===== config.mk =====
export PLATFORM = sky130hd
export DESIGN_NAME = vidctl_deglitch
export DESIGN_NICKNAME = d
export VERILOG_FILES = /design/src/rtl/vidctl_pkg.sv /design/src/rtl/vidctl_deglitch_ctrl.sv /design/src/rtl/vidctl_deglitch_dp.sv /design/src/rtl/vidctl_deglitch.sv
export SDC_FILE = /design/constraint.sdc
export NUM_CORES = 1
export LEC_CHECK = 0
export BUFFER_PORTS_ARGS = -buffer_cell sky130_fd_sc_hd__buf_4
export CAP_MARGIN = 20
export CORE_ASPECT_RATIO = 2
export CORE_MARGIN = 3
export CORE_UTILIZATION = 62
export DETAILED_ROUTE_END_ITERATION = 16
export GPL_TIMING_DRIVEN = 0
export PLACE_DENSITY = 0.79
export SYNTH_ARGS = -nofsm -noshare
export SYNTH_HDL_FRONTEND = slang
export SYNTH_SLANG_ARGS = --single-unit

===== constraint.sdc =====
create_clock -name clk -period 3 [get_ports clk]
set_input_delay 0 -clock clk [delete_from_list [all_inputs] [get_ports clk]]
set_output_delay 0 -clock clk [all_outputs]
set_load 0.005 [all_outputs]

===== src/rtl/vidctl_pkg.sv =====
package vidctl_pkg;
  localparam int NLINES  = 3;
  localparam int LINE_DE = 0;
  localparam int LINE_HS = 1;
  localparam int LINE_VS = 2;

  // Commit strobes from control to datapath: one bit per line, toggles that line's output level.
  typedef struct packed {
    logic [NLINES-1:0] flip;
  } strobe_t;
endpackage


===== src/rtl/vidctl_deglitch_ctrl.sv =====
module vidctl_deglitch_ctrl
  import vidctl_pkg::*;
#(
  parameter int SHORT_HOLD  = 3,
  parameter int LONG_HOLD   = 130,
  parameter int WINDOW      = 130,
  parameter int FAST_BUDGET = 2,
  parameter int SLOW_BUDGET = 1
) (
  input  logic              clk,
  input  logic              rst,
  input  logic              modeOn,
  input  logic [NLINES-1:0] obs,
  input  logic [NLINES-1:0] level,
  output strobe_t           strb
);
  localparam int CW = $clog2(LONG_HOLD + 1);
  localparam int SW = $clog2(WINDOW + 1);

  logic [NLINES-1:0] flipVec;

  for (genvar gi = 0; gi < NLINES; gi++) begin : g_line
    localparam bit SLOW = (gi == LINE_VS);
    localparam int BUD  = SLOW ? SLOW_BUDGET : FAST_BUDGET;

    logic [CW-1:0]  run;
    logic [CW-1:0]  need;
    logic [SW-1:0]  slot [BUD];
    logic [BUD-1:0] pickOh;
    logic           differ;
    logic           ready;
    logic           freeAny;

    // Required hold time: long for the slow line, short or one cycle for fast lines.
    always_comb begin
      if (SLOW)        need = CW'(LONG_HOLD);
      else if (modeOn) need = CW'(SHORT_HOLD);
      else             need = CW'(1);
    end

    assign differ = obs[gi] ^ level[gi];
    assign ready  = differ && (run >= need - CW'(1));

    // First idle budget slot, if any.
    always_comb begin
      pickOh  = '0;
      freeAny = 1'b0;
      for (int j = 0; j < BUD; j++) begin
        if (!freeAny && slot[j] == '0) begin
          pickOh[j] = 1'b1;
          freeAny   = 1'b1;
        end
      end
    end

    assign flipVec[gi] = ready && freeAny;

    // Stability counter: counts cycles of disagreement, saturates once ready.
    always_ff @(posedge clk) begin
      if (rst)                       run <= '0;
      else if (!differ || flipVec[gi]) run <= '0;
      else if (!ready)               run <= run + CW'(1);
    end

    // Budget slots: each holds the cycles left before a committed edge leaves the window.
    always_ff @(posedge clk) begin
      for (int j = 0; j < BUD; j++) begin
        if (rst)                           slot[j] <= '0;
        else if (flipVec[gi] && pickOh[j]) slot[j] <= SW'(WINDOW - 1);
        else if (slot[j] != '0)            slot[j] <= slot[j] - SW'(1);
      end
    end
  end

  assign strb.flip = flipVec;
endmodule


===== src/rtl/vidctl_deglitch_dp.sv =====
module vidctl_deglitch_dp
  import vidctl_pkg::*;
#(
  parameter int SHORT_HOLD  = 3,
  parameter int LONG_HOLD   = 130,
  parameter int WINDOW      = 130,
  parameter int FAST_BUDGET = 2,
  parameter int SLOW_BUDGET = 1
) (
  input  logic              clk,
  input  logic              rst,
  input  logic              filterEn,
  input  logic [NLINES-1:0] lineIn,
  input  strobe_t           strb,
  output logic              modeOn,
  output logic [NLINES-1:0] obs,
  output logic [NLINES-1:0] level
);
  localparam int DLYN = SHORT_HOLD - 1;
  localparam int AW   = $clog2(WINDOW + 1);
  localparam int CW   = $clog2(LONG_HOLD + 1);

  logic [NLINES-1:0] samp;
  logic [1:0]        dly [DLYN];

  always_ff @(posedge clk) begin
    if (rst) begin
      modeOn <= 1'b0;
      samp   <= '0;
    end else begin
      modeOn <= filterEn;
      samp   <= lineIn;
    end
  end

  // Delay line for the fast lines, so bypass timing equals qualified timing.
  always_ff @(posedge clk) begin
    if (rst) begin
      for (int k = 0; k < DLYN; k++) dly[k] <= '0;
    end else begin
      dly[0] <= samp[LINE_HS:LINE_DE];
      for (int k = 1; k < DLYN; k++) dly[k] <= dly[k-1];
    end
  end

  always_comb begin
    obs[LINE_HS:LINE_DE] = modeOn ? samp[LINE_HS:LINE_DE] : dly[DLYN-1];
    obs[LINE_VS]         = samp[LINE_VS];
  end

  always_ff @(posedge clk) begin
    if (rst) level <= '0;
    else     level <= level ^ strb.flip;
  end

  // ---------------- checks ----------------
  AST_RESET_LOW: assert property (@(posedge clk) disable iff (rst)
    $past(rst) |-> level == '0);

  for (genvar gi = 0; gi < NLINES; gi++) begin : g_chk
    localparam bit SLOW = (gi == LINE_VS);
    localparam int BUD  = SLOW ? SLOW_BUDGET : FAST_BUDGET;

    // Cycles since each of the last BUD commits, saturating at WINDOW.
    logic [AW-1:0] age [BUD];
    always_ff @(posedge clk) begin
      if (rst) begin
        for (int j = 0; j < BUD; j++) age[j] <= AW'(WINDOW);
      end else if (strb.flip[gi]) begin
        age[0] <= '0;
        for (int j = 1; j < BUD; j++)
          age[j] <= (age[j-1] == AW'(WINDOW)) ? age[j-1] : age[j-1] + AW'(1);
      end else begin
        for (int j = 0; j < BUD; j++)
          if (age[j] != AW'(WINDOW)) age[j] <= age[j] + AW'(1);
      end
    end

    if (SLOW) begin : g_slow
      AST_SLOW_BUDGET: assert property (@(posedge clk) disable iff (rst)
        strb.flip[gi] |-> age[BUD-1] >= AW'(WINDOW - 1));
    end else begin : g_fast
      AST_FAST_BUDGET: assert property (@(posedge clk) disable iff (rst)
        strb.flip[gi] |-> age[BUD-1] >= AW'(WINDOW - 1));
      AST_HOLD_QUALIFIED: assert property (@(posedge clk) disable iff (rst)
        (level[gi] != $past(level[gi])) && $past(modeOn, 1) && $past(modeOn, 2)
          && $past(modeOn, 3) && $past(modeOn, 4)
        |-> ($past(samp[gi], 1) == level[gi]) && ($past(samp[gi], 2) == level[gi])
          && ($past(samp[gi], 3) == level[gi]));
      AST_BYPASS_DELAY: assert property (@(posedge clk) disable iff (rst)
        (level[gi] != $past(level[gi])) && !$past(modeOn, 1)
        |-> $past(samp[gi], 3) == level[gi]);
    end
  end

  logic [CW-1:0] vsRun;
  always_ff @(posedge clk) begin
    if (rst)                                  vsRun <= '0;
    else if (samp[LINE_VS] != level[LINE_VS]) vsRun <= (vsRun == CW'(LONG_HOLD)) ? vsRun : vsRun + CW'(1);
    else                                      vsRun <= '0;
  end

  AST_VS_HOLD: assert property (@(posedge clk) disable iff (rst)
    (level[LINE_VS] != $past(level[LINE_VS]))
    |-> ($past(vsRun) >= CW'(LONG_HOLD - 1)) && ($past(samp[LINE_VS]) == level[LINE_VS]));
endmodule


===== src/rtl/vidctl_deglitch.sv =====
module vidctl_deglitch
  import vidctl_pkg::*;
#(
  parameter int SHORT_HOLD  = 3,
  parameter int LONG_HOLD   = 130,
  parameter int WINDOW      = 130,
  parameter int FAST_BUDGET = 2,
  parameter int SLOW_BUDGET = 1
) (
  input  logic clk,
  input  logic rst,
  input  logic filterEn,
  input  logic deIn,
  input  logic hsIn,
  input  logic vsIn,
  output logic deOut,
  output logic hsOut,
  output logic vsOut
);
  strobe_t           strb;
  logic              modeOn;
  logic [NLINES-1:0] obs;
  logic [NLINES-1:0] level;
  logic [NLINES-1:0] lineIn;

  always_comb begin
    lineIn          = '0;
    lineIn[LINE_DE] = deIn;
    lineIn[LINE_HS] = hsIn;
    lineIn[LINE_VS] = vsIn;
  end

  vidctl_deglitch_dp #(
    .SHORT_HOLD(SHORT_HOLD), .LONG_HOLD(LONG_HOLD), .WINDOW(WINDOW),
    .FAST_BUDGET(FAST_BUDGET), .SLOW_BUDGET(SLOW_BUDGET)
  ) dp_i (
    .clk(clk), .rst(rst), .filterEn(filterEn), .lineIn(lineIn),
    .strb(strb), .modeOn(modeOn), .obs(obs), .level(level)
  );

  vidctl_deglitch_ctrl #(
    .SHORT_HOLD(SHORT_HOLD), .LONG_HOLD(LONG_HOLD), .WINDOW(WINDOW),
    .FAST_BUDGET(FAST_BUDGET), .SLOW_BUDGET(SLOW_BUDGET)
  ) ctrl_i (
    .clk(clk), .rst(rst), .modeOn(modeOn), .obs(obs), .level(level), .strb(strb)
  );

  assign deOut = level[LINE_DE];
  assign hsOut = level[LINE_HS];
  assign vsOut = level[LINE_VS];
endmodule


* Word-level counts from Yosys, hierarchy flattened *
Memories as Yosys holds them, arrays and structs flattened.
Index checks and enable logic that the tools add are counted.

operators by class
  add/sub/neg operators = 9
  $lt $le $gt $ge = 3
  muxes and demuxes = 61
  bitwise operators = 14
  reduce and logical (&&, ||, !) cells = 36

operators with widths
  cell                                                                 number
  8-bit 2-to-1 mux                                                     10
  1-bit 2-to-1 mux                                                     47
  8-bit logical NOT                                                    5
  8-bit nonzero test                                                   5
  8-bit by 1-bit subtractor with 8-bit output (second input constant)  5
  8-bit by 1-bit adder with 8-bit output (second input constant)       3
  8-bit greater-or-equal comparator                                    2
  8-bit OR reduction                                                   2
  1-bit logical AND                                                    13
  1-bit bitwise OR                                                     10
  8-bit greater-or-equal comparator (second input constant)            1
  2-bit 2-to-1 mux                                                     4
  2-bit OR reduction                                                   3
  1-bit logical NOT                                                    5
  1-bit logical OR                                                     3
  2-bit by 1-bit subtractor with 3-bit output (second input constant)  1
  1-bit bitwise XOR                                                    3
  3-bit bitwise XOR                                                    1

word-level totals
  register bits after elaboration = 31
  memory bits (writable) = 44
  logic and storage cells = 133
  memories = 4

memory list
  memory                 depth  width  read ports  clocked after Yosys merged registers in  write ports  RTL line                    RTL
  ctrl_i.g_line[0].slot  2      8      2           0                                        2            vidctl_deglitch_ctrl.sv:28  logic [SW-1:0] slot [BUD];
  ctrl_i.g_line[1].slot  2      8      2           0                                        2            vidctl_deglitch_ctrl.sv:28
  ctrl_i.g_line[2].slot  1      8      1           0                                        1            vidctl_deglitch_ctrl.sv:28
  dp_i.dly               2      2      2           0                                        2            vidctl_deglitch_dp.sv:24    logic [1:0] dly [DLYN];

* Logic depth before layout (Yosys ltp) *
Gate-level depths: netlist (run 1).
An unclocked memory read counts as a cell.

  depth in word-level cells = 13
  gate-level depth with buffers = 7
  gate-level depth less buffers = 7

* By module *
From an unflattened synthesis (run 1), not the netlist that was laid out.

unflattened totals
  cells, all modules = 354
  area total of the unflattened synthesis = 3,669.8 µm²

modules (own cells, without submodules)
  module                instances  cells an instance  area an instance (µm²)
  vidctl_deglitch_ctrl  1          325                3,319.4
  vidctl_deglitch_dp    1          29                 350.3

* Worst setup path after synthesis (run 1) *
Ideal clock, no wire load.

  path type = register to register
  from = mem ctrl_i.g_line[2].slot[0][4] (netlist name)
  to = mem ctrl_i.g_line[2].slot[0][0] (netlist name) (enable)
  library setup time = 0.342 ns
  arrival time = 1.761 ns
  data required time = 2.658 ns
  setup slack = 0.898 ns
  cell stages (with the launch flop) = 4
  clock period less this slack = 2.102 ns
  cell sequence = edfxtp_1 -> or4_4 -> nor3_1 -> nand3_1

on the way
  word-level cells in the longest chain between the ends = 11

RTL lines
  what                                    RTL line                    RTL
  start, declared                         vidctl_deglitch_ctrl.sv:28
  memory read 1 x 8 bit *                 -
  8-bit logical NOT                       vidctl_deglitch_ctrl.sv:49  if (!freeAny && slot[j] == '0) begin
  1-bit 2-to-1 mux                        vidctl_deglitch_ctrl.sv:49
  1-bit logical AND                       vidctl_deglitch_ctrl.sv:56  assign flipVec[gi] = ready && freeAny;
  1-bit logical AND                       vidctl_deglitch_ctrl.sv:69  else if (flipVec[gi] && pickOh[j]) slot[j] <= SW'(WINDOW - 1);
  1-bit 2-to-1 mux                        vidctl_deglitch_ctrl.sv:69
  1-bit 2-to-1 mux                        vidctl_deglitch_ctrl.sv:68  if (rst) slot[j] <= '0;
  1-bit 2-to-1 mux (implied by the code)  vidctl_deglitch_ctrl.sv:69
  8-bit OR reduction (no source line)     -
  1-bit 2-to-1 mux (no source line)       -
  1-bit 2-to-1 mux (no source line) *     -

Every way passes the cells marked *; elsewhere a longest branch is shown, timed or not.

* Worst setup path in the final report (run 1) *
  from = mem ctrl_i.g_line[2].slot[0][4] (netlist name)
  to = mem ctrl_i.g_line[2].slot[0][5] (netlist name) (enable)

Same word-level chain as after synthesis.

==> summary.md, run 1 <==
| Metric | Value |
|---|---|
| Routed Antenna Nets | 0 |
| Pins Over Slew Limit | 0 |
| Post-synth EDFFs | 40 |
| Final core occ | between 70% and 80% |
| Clock sink total | 75 |
| Crit path max-delay family | simple AND/OR/NAND/NOR gates |
| Syn Inst Count | approximately 360 |
| Synth top area cells | edfxtp_1 (33%), dfxtp_1 (19%), ha_1 (5.8%), nor2_1 (5.1%), xnor2_1 (5.0%) |
| Die footprint | 6960 sq um |
| N_diodes | 0 |
| Synth top cells by count | nor2_1 (50), edfxtp_1 (40), dfxtp_1 (35), nand2_1 (21), xnor2_1 (21) |
| CP startpoint | ctrl_i.g_line[2].slot[0][4] |
| Placer Congestion | 0.791 |
| YS warnings | 0 |
| Initial antenna violation count | 0 |
| Clock transition at path regs | 50 ps |
| TNS Setup | 0 ps |
| Worst VDD drop | 0.633 mV |
| Final net count | 405 |
| CTS tree | yes |
| Worst R2R Setup Slack | 380 ps |
| Power per cell area | ~920 nW/um^2 |
| First-pass GRT wire length | about 12 mm |
| Final setup fails | 0 |
| Worst setup endpoint | ctrl_i.g_line[2].slot[0][5] |
| LEAKAGE | 1.63 nW |
| Req. time, crit path | 2950 ps |
| Layout cells sized above 1 | 9.56% |
| Clock Tree Buf Depth | 2 |
| Ports | 9 |
| Die W | roughly 61 um |
| RSZ-0062 raised after global routing | no |
| Ys flop type | edfxtp_1 |
| CP max FO | 8 |
| CP max stage cell | nor3_1 |
| Syn_area_per_cell | roughly 10 sq um |
| Clk_lat worst skew | about 330 ps |
| Area Overhead vs Synth | 13.0% |
| Crit-path cells | or4_4, nor3_1, nand3_1 |
| Max Clk Rate | approximately 380 MHz |
| Drt wl/cell | about 15 um |
| Reg2Reg Depth | 3 |
| Worst Setup Path Type | flop to flop |
| Slew margin rel. | 44.6% |
| Net count after synthesis | 379 |
| CORE AREA | about 5800 sq um |
| Register area | roughly 1900 sq um |
| Vias in the first global route | around 2700 |
| Status | complete, no violations |
| GRT overflow | 0 |
| Synthesized area | 3680 sq um |
| Area occupied by multi-input gates | 1700 sq um |
| Worst hold path class | flop to flop |
| FF-to-FF End | ctrl_i.g_line[2].slot[0][5] |
| Fin crit period | 2620 ps |
| Synth top area share | 32.6% |
| Initial Utilization | approximately 64% |
| Die Y-Extent | approximately 120 um |
| Post-detail-place hpwl | 4.81 mm |
| Post-CTS Repair Setup Buffers | 0 |
| Drt via density | 5.83 |
| Final WL | 6.75 mm |
| Total number of vias | 2613 |
| TritonCTS buffer count | 9 |
| Startpoint types | flop |
| Gr usage total | ~22% |
| # DRC | 0 |
| Crit path buffers/inverters | 0 |
| Root buffer cell | clkbuf_16 |
| Seq/Total Area, Yosys | 51.6% |
| Fin. Hold Viols | 0 |
| Largest net degree at the start of global routing | 12 |
| Skew final | 6.55 ps |
| Crit path DAT | 2570 ps |
| Least-Margin Pin Slew | 825 ps |
| CTS resizes | 0 |
| Row Count | 39 |
| Fin crit share | around 87% |
| CP Depth | 3 |
| CP peak stage delay | 690 ps |
| Fill count | 424 |
| Area leader, netlist | edfxtp_1 |
| RR Startpoint | ctrl_i.g_line[2].slot[0][4] |
| Pre-antenna DRT Iters | 4 |
| IO Port Bufs | 8 |
| CTS HTree Levels | 3 |
| Hold-fix buffers, CTS | 7 |
| Crit path capture type | flop |
| Most common cell in the netlist | nor2_1 |
| DR iter-0 viols | 97 |
| Synth Register Bits | 75 |
| Synth async-reset ratio | 0% |
| Synth cell types | 43 |
| Total of max-cap violations | 0 |
==> cell type report <==
type / count / share of cell area (%)
inverter: 17 / 1.53
sequential: 75 / 45.7
clock inverter: 3 / 0.301
buffer: 5 / 0.451
multi-input combinational: 259 / 40.8
timing repair buffer: 15 / 3.13
clock buffer: 13 / 6.25
tap: 61 / 1.83
==> worst min-delay path: cells and delay by family (launching register included) <==
family | cells | cell delay, ps
buf+inv | 1 | 50
flops | 1 | 310
simple gates | 1 | 40
==> through the flow <==
stage / std cells / hold WS, ps / total power [mW] / setup WS, ps / area (sq um)
floorplan: 356 / 71.6 / 2.56 / 898 / 3680
global placement: 425 / 211 / 2.76 / 456 / 3820
detailed placement: 425 / 218 / 2.83 / 389 / 3820
CTS: 448 / 437 / 3.82 / 368 / 4160
global route: 448 / 447 / 4.06 / 133 / 4160
finish: 448 / 436 / 3.81 / 384 / 4160
==> how the worst min path moves through the flow <==
stage | start | endpoint | cells past startpoint
after floorplan | rst | dp_i.dly[0][3] | 1
after global placement | filterEn | dp_i.modeOn | 2
after detailed placement | deIn | dp_i.samp[0] | 2
after CTS | filterEn | dp_i.modeOn | 3
after global routing | ctrl_i.g_line[0].run[6] | ctrl_i.g_line[0].run[6] | 2
final | ctrl_i.g_line[0].run[3] | ctrl_i.g_line[0].run[3] | 2
==> state kept, by name, summed over array words and instances (netlist names) <==
register,flops
ctrl_i.g_line.run,24
dp_i.modeOn,1
ctrl_i.g_line.slot,40
dp_i.level,3
dp_i.dly,4
dp_i.samp,3
==> report_power, final <==
group	switching (mW)	leakage, nW	internal [mW]
combinational	0.661	0.756	0.534
sequential	0.219	0.736	1.42
clock	0.381	0.135	0.598
==> layer usage <==
| layer | global-route usage (%) | vias to the layer above | share of wire [%] |
|---|---|---|---|
| li1 | - | 1300 | - |
| met1 | 24.4 | 1252 | 40 |
| met2 | 39.4 | 46 | 56 |
| met3 | 5.39 | 15 | 2.5 |
| met4 | 11.0 | 0 | 2.3 |
| met5 | 0 | - | 0 |
==> cells by family after synthesis <==
group | after synthesis | share of synthesized area, %
multiplexers | 3 | 0.815
flip-flops | 75 | 51.6
XOR/XNOR | 34 | 8.29
buffers and inverters | 22 | 2.24
adder cells (fa/ha/maj) | 17 | 5.77
AO/OA/AOI/OAI | 36 | 5.98
AND/OR/NAND/NOR | 169 | 25.3
==> placed cells by master (no fill, tap or decap), types with 3 or more instances in the layout <==
master,Yosys,final
a31oi_1,3,3
nand2_1,21,21
mux2i_1,3,3
or2_2,4,4
dlygate4sd3_1,0,7
nor2_1,50,50
nor4_1,8,8
a21oi_1,17,17
o21ai_0,9,9
and2_1,6,6
clkbuf_1,4,6
and3_1,10,10
nand2b_1,11,11
buf_4,0,8
xnor2_1,21,21
inv_1,17,17
or3_1,4,4
ha_1,17,17
dfxtp_1,35,35
nand4_1,3,3
or4_4,4,4
xor2_1,12,12
nor2b_1,9,9
nand3_1,11,11
edfxtp_1,40,40
clkbuf_16,0,9
nor3_1,13,13
(Power assumes the default switching activity.)
==> inputs of run 2 (changes only) <==
- REMOVE_ABC_BUFFERS: unset -> 1
==> summary.md, run 2 (synthesis results as in run 1) <==
| Metric | Value |
|---|---|
| Pins Over Slew Limit | 0 (unchanged) |
| CTS tree | yes |
| Crit path DAT | 2520 ps (-50 ps) |
| Pre-antenna DRT Iters | 4 (unchanged) |
| Layout cells sized above 1 | 10.8% (+1.3 points) |
| Total power | 3.94 mW (+3.3%) |
| CORE AREA | 5760 sq um (unchanged) |
| Die footprint | 6960 sq um (unchanged) |
| Total of max-cap violations | 0 (unchanged) |
| CTS HTree Levels | 3 (unchanged) |
| Gr usage total | 22.6% (+0.080 points) |
| Hold-fix buffers, CTS | 4 (-3) |
| Worst VDD drop | 0.621 mV (-1.9%) |
| Hold slack | 26.1 ps (-410 ps) |
| Most frequent cells in the layout | nor2_1 (50), edfxtp_1 (40), dfxtp_1 (35) |
| First-pass GRT wire length | 11.7 mm (-0.47%) |
| Max reg flops | 40 (unchanged) |
| TritonCTS buffer count | 9 (unchanged) |
| DR iter-0 viols | 73 (-25%) |
| Clock transition at path regs | 60 ps (about the same) |
| RSZ-0062 raised after global routing | no |
| N_diodes | 0 (unchanged) |
| Vias in the first global route | 2754 (+0.22%) |
| Fin crit share | 85.5% (-1.7 points) |
| Worst R2R Setup Slack | 430 ps (+50 ps) |
| Final WL | 6.59 mm (-2.4%) |
| Total number of vias | 2543 (-2.7%) |
| Post-detail-place hpwl | 4.70 mm (-2.3%) |
| Fin crit period | 2570 ps (-50.5 ps) |
| CP max FO | 8 (unchanged) |
| IO Port Bufs | 8 (unchanged) |
| Post-CTS Repair Setup Buffers | 0 (unchanged) |
| Die Y-Extent | 115 um (unchanged) |
| Die W | 60.5 um (unchanged) |
| Power per cell area | 946 nW/um^2 (+3.3%) |
| Area Overhead vs Synth | 13.0% (unchanged) |
| Ports | 9 (unchanged) |
| Max Clk Rate | 390 MHz (+2.0%) |
| Largest reg by FF count | ctrl_i.g_line.slot |
| Routed Antenna Nets | 0 (unchanged) |
| Clock Tree Buf Depth | 2 (unchanged) |
| Commonest non-fill, non-tap cell in the layout | nor2_1 |
| Final net count | 397 (-2.0%) |
| Status | complete, no violations |
| Final setup fails | 0 (unchanged) |
| Initial antenna violation count | 0 (unchanged) |
| Root buffer cell | clkbuf_16 |
| GRT overflow | 0 (unchanged) |
| Least-Margin Pin Slew | 801 ps (-24.0 ps) |
| Setup WS post-layout | 435 ps (+50.5 ps) |
| Crit path capture type | flop |
| Largest net degree at the start of global routing | 27 (+15) |
| LEAKAGE | 1.63 nW (about the same) |
| Largest regs | ctrl_i.g_line.slot x40, ctrl_i.g_line.run x24, dp_i.dly x4 |
| Initial Utilization | 64.0% (unchanged) |
| Startpoint types | flop |
| Clock sink total | 75 (unchanged) |
| Placer Congestion | 0.756 (-4.4%) |
| Drt wl/cell | 15.0 um (-0.64%) |
| Clk_lat worst skew | 330 ps (about the same) |
| # DRC | 0 (unchanged) |
| TNS Setup | 0 ps (unchanged) |
| Skew final | 2.55 ps (-4.00 ps) |
| Row Count | 39 (unchanged) |
| Req. time, crit path | 2950 ps (about the same) |
| Worst hold path class | input port to flop |
| Slew margin rel. | 46.2% (+1.6 points) |
| CTS resizes | 0 (unchanged) |
| Worst Setup Path Type | flop to flop |
| Pre-CTS WS | 412 ps (+23.0 ps) |
| Drt via density | 5.78 (-0.91%) |
| Fin. Hold Viols | 0 (unchanged) |
-- run 2: stage by stage --
step,util (%),instances,instance area [sq um]
4_1_cts,72.3,440,4160
5_1_grt,72.3,440,4160
2_1_floorplan,-,351,3660
3_5_place_dp,66.0,420,3800
6_report,72.3,440,4160
3_3_place_gp,66.0,420,3800
-- run 2: worst paths after layout --
kind,startpoint,end,cells past startpoint
worst max-delay path,ctrl_i.g_line[2].slot[0][4],ctrl_i.g_line[2].slot[0][4],3
worst min-delay path,rst,dp_i.level[2],2
worst max register to register,ctrl_i.g_line[2].slot[0][4],ctrl_i.g_line[2].slot[0][4],3
worst min register to register,ctrl_i.g_line[0].run[3],ctrl_i.g_line[0].run[3],2
-- run 2: metal layers --
layer  up-vias  part of all wire [%]  global-route usage [%]
met1      1213                    39                    22.8
met3        15                   2.2                    4.72
met4         0                   2.6                    12.9
met2        31                    56                    40.7
met5         -                     0                       0
li1       1284                     -                       -
-- run 2: report_power, final --
part | leakage, nW | switching (mW) | internal [mW]
Sequential | 0.736 | 0.217 | 1.42
Clock | 0.157 | 0.406 | 0.717
Combinational | 0.734 | 0.651 | 0.527
-- run 2: worst max-delay path: stages (launching register included) --
cell,delay [ps]
edfxtp_1,440
or4_4,580
nor3_1,670
nand3_1,500
-- run 2: layout make-up --
cell class / instances / area (sq um)
Multi-Input combinational cell: 259 / 1700
Inverter: 17 / 63.8
Timing Repair Buffer: 12 / 100
Fill cell: 416 / 1600
Tap cell: 61 / 76.3
Sequential cell: 75 / 1900
Clock inverter: 5 / 57.6
Clock buffer: 11 / 264
==> inputs of run 3 (changes only) <==
- ABC_AREA: unset -> 1
- CORE_UTILIZATION: 62 -> 63
- PLACE_DENSITY: 0.79 -> 0.8
==> summary.md, run 3 <==
| Metric | Value |
|---|---|
| Ys flop type | edfxtp_1 |
| CTS tree | yes |
| Clock power share | 27.2% (-1.3 points) |
| Synth top area cells | edfxtp_1 (28%), dfxtp_1 (16%), nand2_1 (11%), nor2_1 (9.1%), inv_1 (8.1%) |
| Clock transition at path regs | 50 ps (about the same) |
| CTS HTree Levels | 3 (unchanged) |
| Synth top area share | 27.7% (-4.9 points) |
| Synthesized area | 4340 sq um (+18%) |
| Commonest non-fill, non-tap cell in the layout | nand2_1 |
| Final setup fails | 0 (unchanged) |
| Die W | 64.7 um (+6.9%) |
| Synth Register Bits | 75 (unchanged) |
| TNS Setup | 0 ps (unchanged) |
| Worst hold path class | flop to flop |
| Initial Utilization | 65.0% (+0.99 points) |
| CP peak stage delay | 480 ps (-190 ps) |
| Max Clk Rate | 503 MHz (+29%) |
| CORE AREA | 6670 sq um (+16%) |
| Pre-CTS WS | 983 ps (+571 ps) |
| Placer Congestion | 0.786 (+4.0%) |
| RSZ-0062 raised after global routing | no |
| Total number of vias | 3625 (+43%) |
| Switching share of total power | 34.1% (+1.7 points) |
| Req. time, crit path | 2980 ps (+30 ps) |
| Largest reg by FF count | ctrl_i.g_line.slot |
| Fin crit period | 1990 ps (-577 ps) |
| Row Count | 42 (+7.7%) |
| Gr usage total | 23.6% (+1.1 points) |
| Die Y-Extent | 123 um (+7.2%) |
| YS warnings | 0 (unchanged) |
| Startpoint types | flop |
| Worst Setup Path Type | flop to flop |
| Seq/Total Area, Yosys | 43.9% (-7.8 points) |
| # DRC | 0 (unchanged) |
| Most frequent cells in the layout | nand2_1 (127), nor2_1 (105), inv_1 (94) |
| Pre-antenna DRT Iters | 5 (+1) |
| Total of max-cap violations | 0 (unchanged) |
| Drt via density | 5.19 (-10%) |
| Post-detail-place hpwl | 6.06 mm (+29%) |
| Most common cell in the netlist | nand2_1 |
| Skew final | 4.77 ps (+2.22 ps) |
| Fin crit share | 66.3% (-19 points) |
| Syn Inst Count | 580 (+63%) |
| Clk_lat worst skew | 340 ps (about the same) |
| Status | complete, no violations |
| Synth cell types | 30 (-30%) |
| CP most frequent cell | nand2_1 |
| Area Overhead vs Synth | 11.8% |
| Fin. Hold Viols | 0 (unchanged) |
| Drt wl/cell | 12.1 um (-19%) |
| Largest regs | ctrl_i.g_line.slot x40, ctrl_i.g_line.run x24, dp_i.dly x4 |
| Die footprint | 7970 sq um (+15%) |
| Crit path capture type | flop |
| Power per cell area | 728 nW/um^2 (-23%) |
| Syn_area_per_cell | 7.47 sq um (-28%) |
| Largest net degree at the start of global routing | 17 (-37%) |
| Synth async-reset ratio | 0% (unchanged) |
| LEAKAGE | 2.22 nW (+37%) |
| N_diodes | 0 (unchanged) |
| Routed Antenna Nets | 0 (unchanged) |
| First-pass GRT wire length | 14.5 mm (+24%) |
| Synth top cells by count | nand2_1 (127), nor2_1 (105), inv_1 (94), nand3_1 (50), edfxtp_1 (40) |
| IO Port Bufs | 8 (unchanged) |
| Initial antenna violation count | 0 (unchanged) |
| Ports | 9 (unchanged) |
| Combinational Power Share | 30.4% (+0.5 points) |
| Layout cells sized above 1 | 9.18% (-1.6 points) |
| CP max FO | 9 (+1) |
| CP max stage cell | dfxtp_1 |
| Max reg flops | 40 (unchanged) |
| Final net count | 628 (+58%) |
| Clock Tree Buf Depth | 2 (unchanged) |
| Crit-path cells | ha_1, nand2_1, inv_1, nor2_1, nand2_1, nand2_2, nand3_1 |
| Seq pwr share | 42.5% (+1.0 points) |
| GRT overflow | 0 (unchanged) |
| Root buffer cell | clkbuf_16 |
| Worst VDD drop | 0.554 mV (-11%) |
| DR iter-0 viols | 206 (+180%) |
| Slew margin rel. | 63.4% (+17 points) |
| Vias in the first global route | 3643 (+32%) |
| Setup WS post-layout | 1010 ps (+577 ps) |
| Area leader, netlist | edfxtp_1 |
| Crit path DAT | 1970 ps (-550 ps) |
| CTS resizes | 0 (unchanged) |
| Clock sink total | 75 (unchanged) |
| Sw power | 1.20 mW (-5.6%) |
| Least-Margin Pin Slew | 548 ps (-253 ps) |
| Final WL | 8.41 mm (+28%) |
| Post-synth EDFFs | 40 (unchanged) |
| Int Power | 2.33 mW (-13%) |
| TritonCTS buffer count | 9 (unchanged) |
| Pins Over Slew Limit | 0 (unchanged) |
run 3: cell type report:
type	instances	area, sq um
multi-input cells	405	2060
flip-flops and latches	75	1900
fillers	531	1830
inverters	97	364
clock buffers	13	250
repair buffers	17	150
well taps	88	110
clock inverters	3	13.8
run 3: final timing paths:
path | from | end | slack [ps] | depth (start not counted)
worst max-delay path | dp_i.modeOn | ctrl_i.g_line[1].slot[0][1] | 1010 | 7
worst min-delay path | dp_i.dly[0][1] | dp_i.dly[0][3] | 410 | 2
worst max register to register | dp_i.modeOn | ctrl_i.g_line[1].slot[0][1] | 1010 | 7
worst min register to register | dp_i.dly[0][1] | dp_i.dly[0][3] | 410 | 2
run 3: cell families after synthesis:
family	Yosys count	synth area share (%)
AO/OA/AOI/OAI	42	5.08
AND/OR/NAND/NOR	328	33.8
adder cells (fa/ha/maj)	17	4.91
flip-flops	75	43.9
buffers and inverters	100	8.72
XOR/XNOR	18	3.64
run 3: power groups by stage:
| stage | registers [mW] | clock network, mW | logic (mW) |
|---|---|---|---|
| final | 1.50 | 0.958 | 1.07 |
| after floorplan | 1.48 | 0 | 0.843 |
| after global placement | 1.51 | 0 | 1.01 |
| after CTS | 1.50 | 0.972 | 1.08 |
| after detailed placement | 1.52 | 0 | 1.05 |
| after global routing | 1.52 | 1.01 | 1.24 |
run 3: through the flow:
step	power, mW	area (sq um)	hold slack (ps)	util [%]	cells
floorplan	2.32	4320	71.2	-	577
global placement	2.51	4490	209	67.3	673
detailed placement	2.56	4490	207	67.3	673
CTS	3.55	4850	411	72.6	698
global route	3.78	4850	428	72.6	698
finish	3.53	4850	408	72.6	698
run 3: metal layers:
layer	track usage, %	up-vias	part of all wire (%)	wire length (um)
met5	0	-	0	0
met4	13.6	0	3.3	280
met3	5.09	23	2.5	208
met2	46.4	57	57	4810
met1	21.4	1664	37	3120
li1	-	1881	-	-
run 3: what timing repair did:
action                                 CTS  global route
hold buffers                             9             0
endpoints found under the hold margin    8             0
buffers inserted                         0             0
run 3: critical path: cells and delay by family, from the launching register on:
kind	cells	cell delay [ps]
and+or+nand+nor	5	830
DFF	1	480
adders and majority gates	1	290
buffers and inverters	1	40
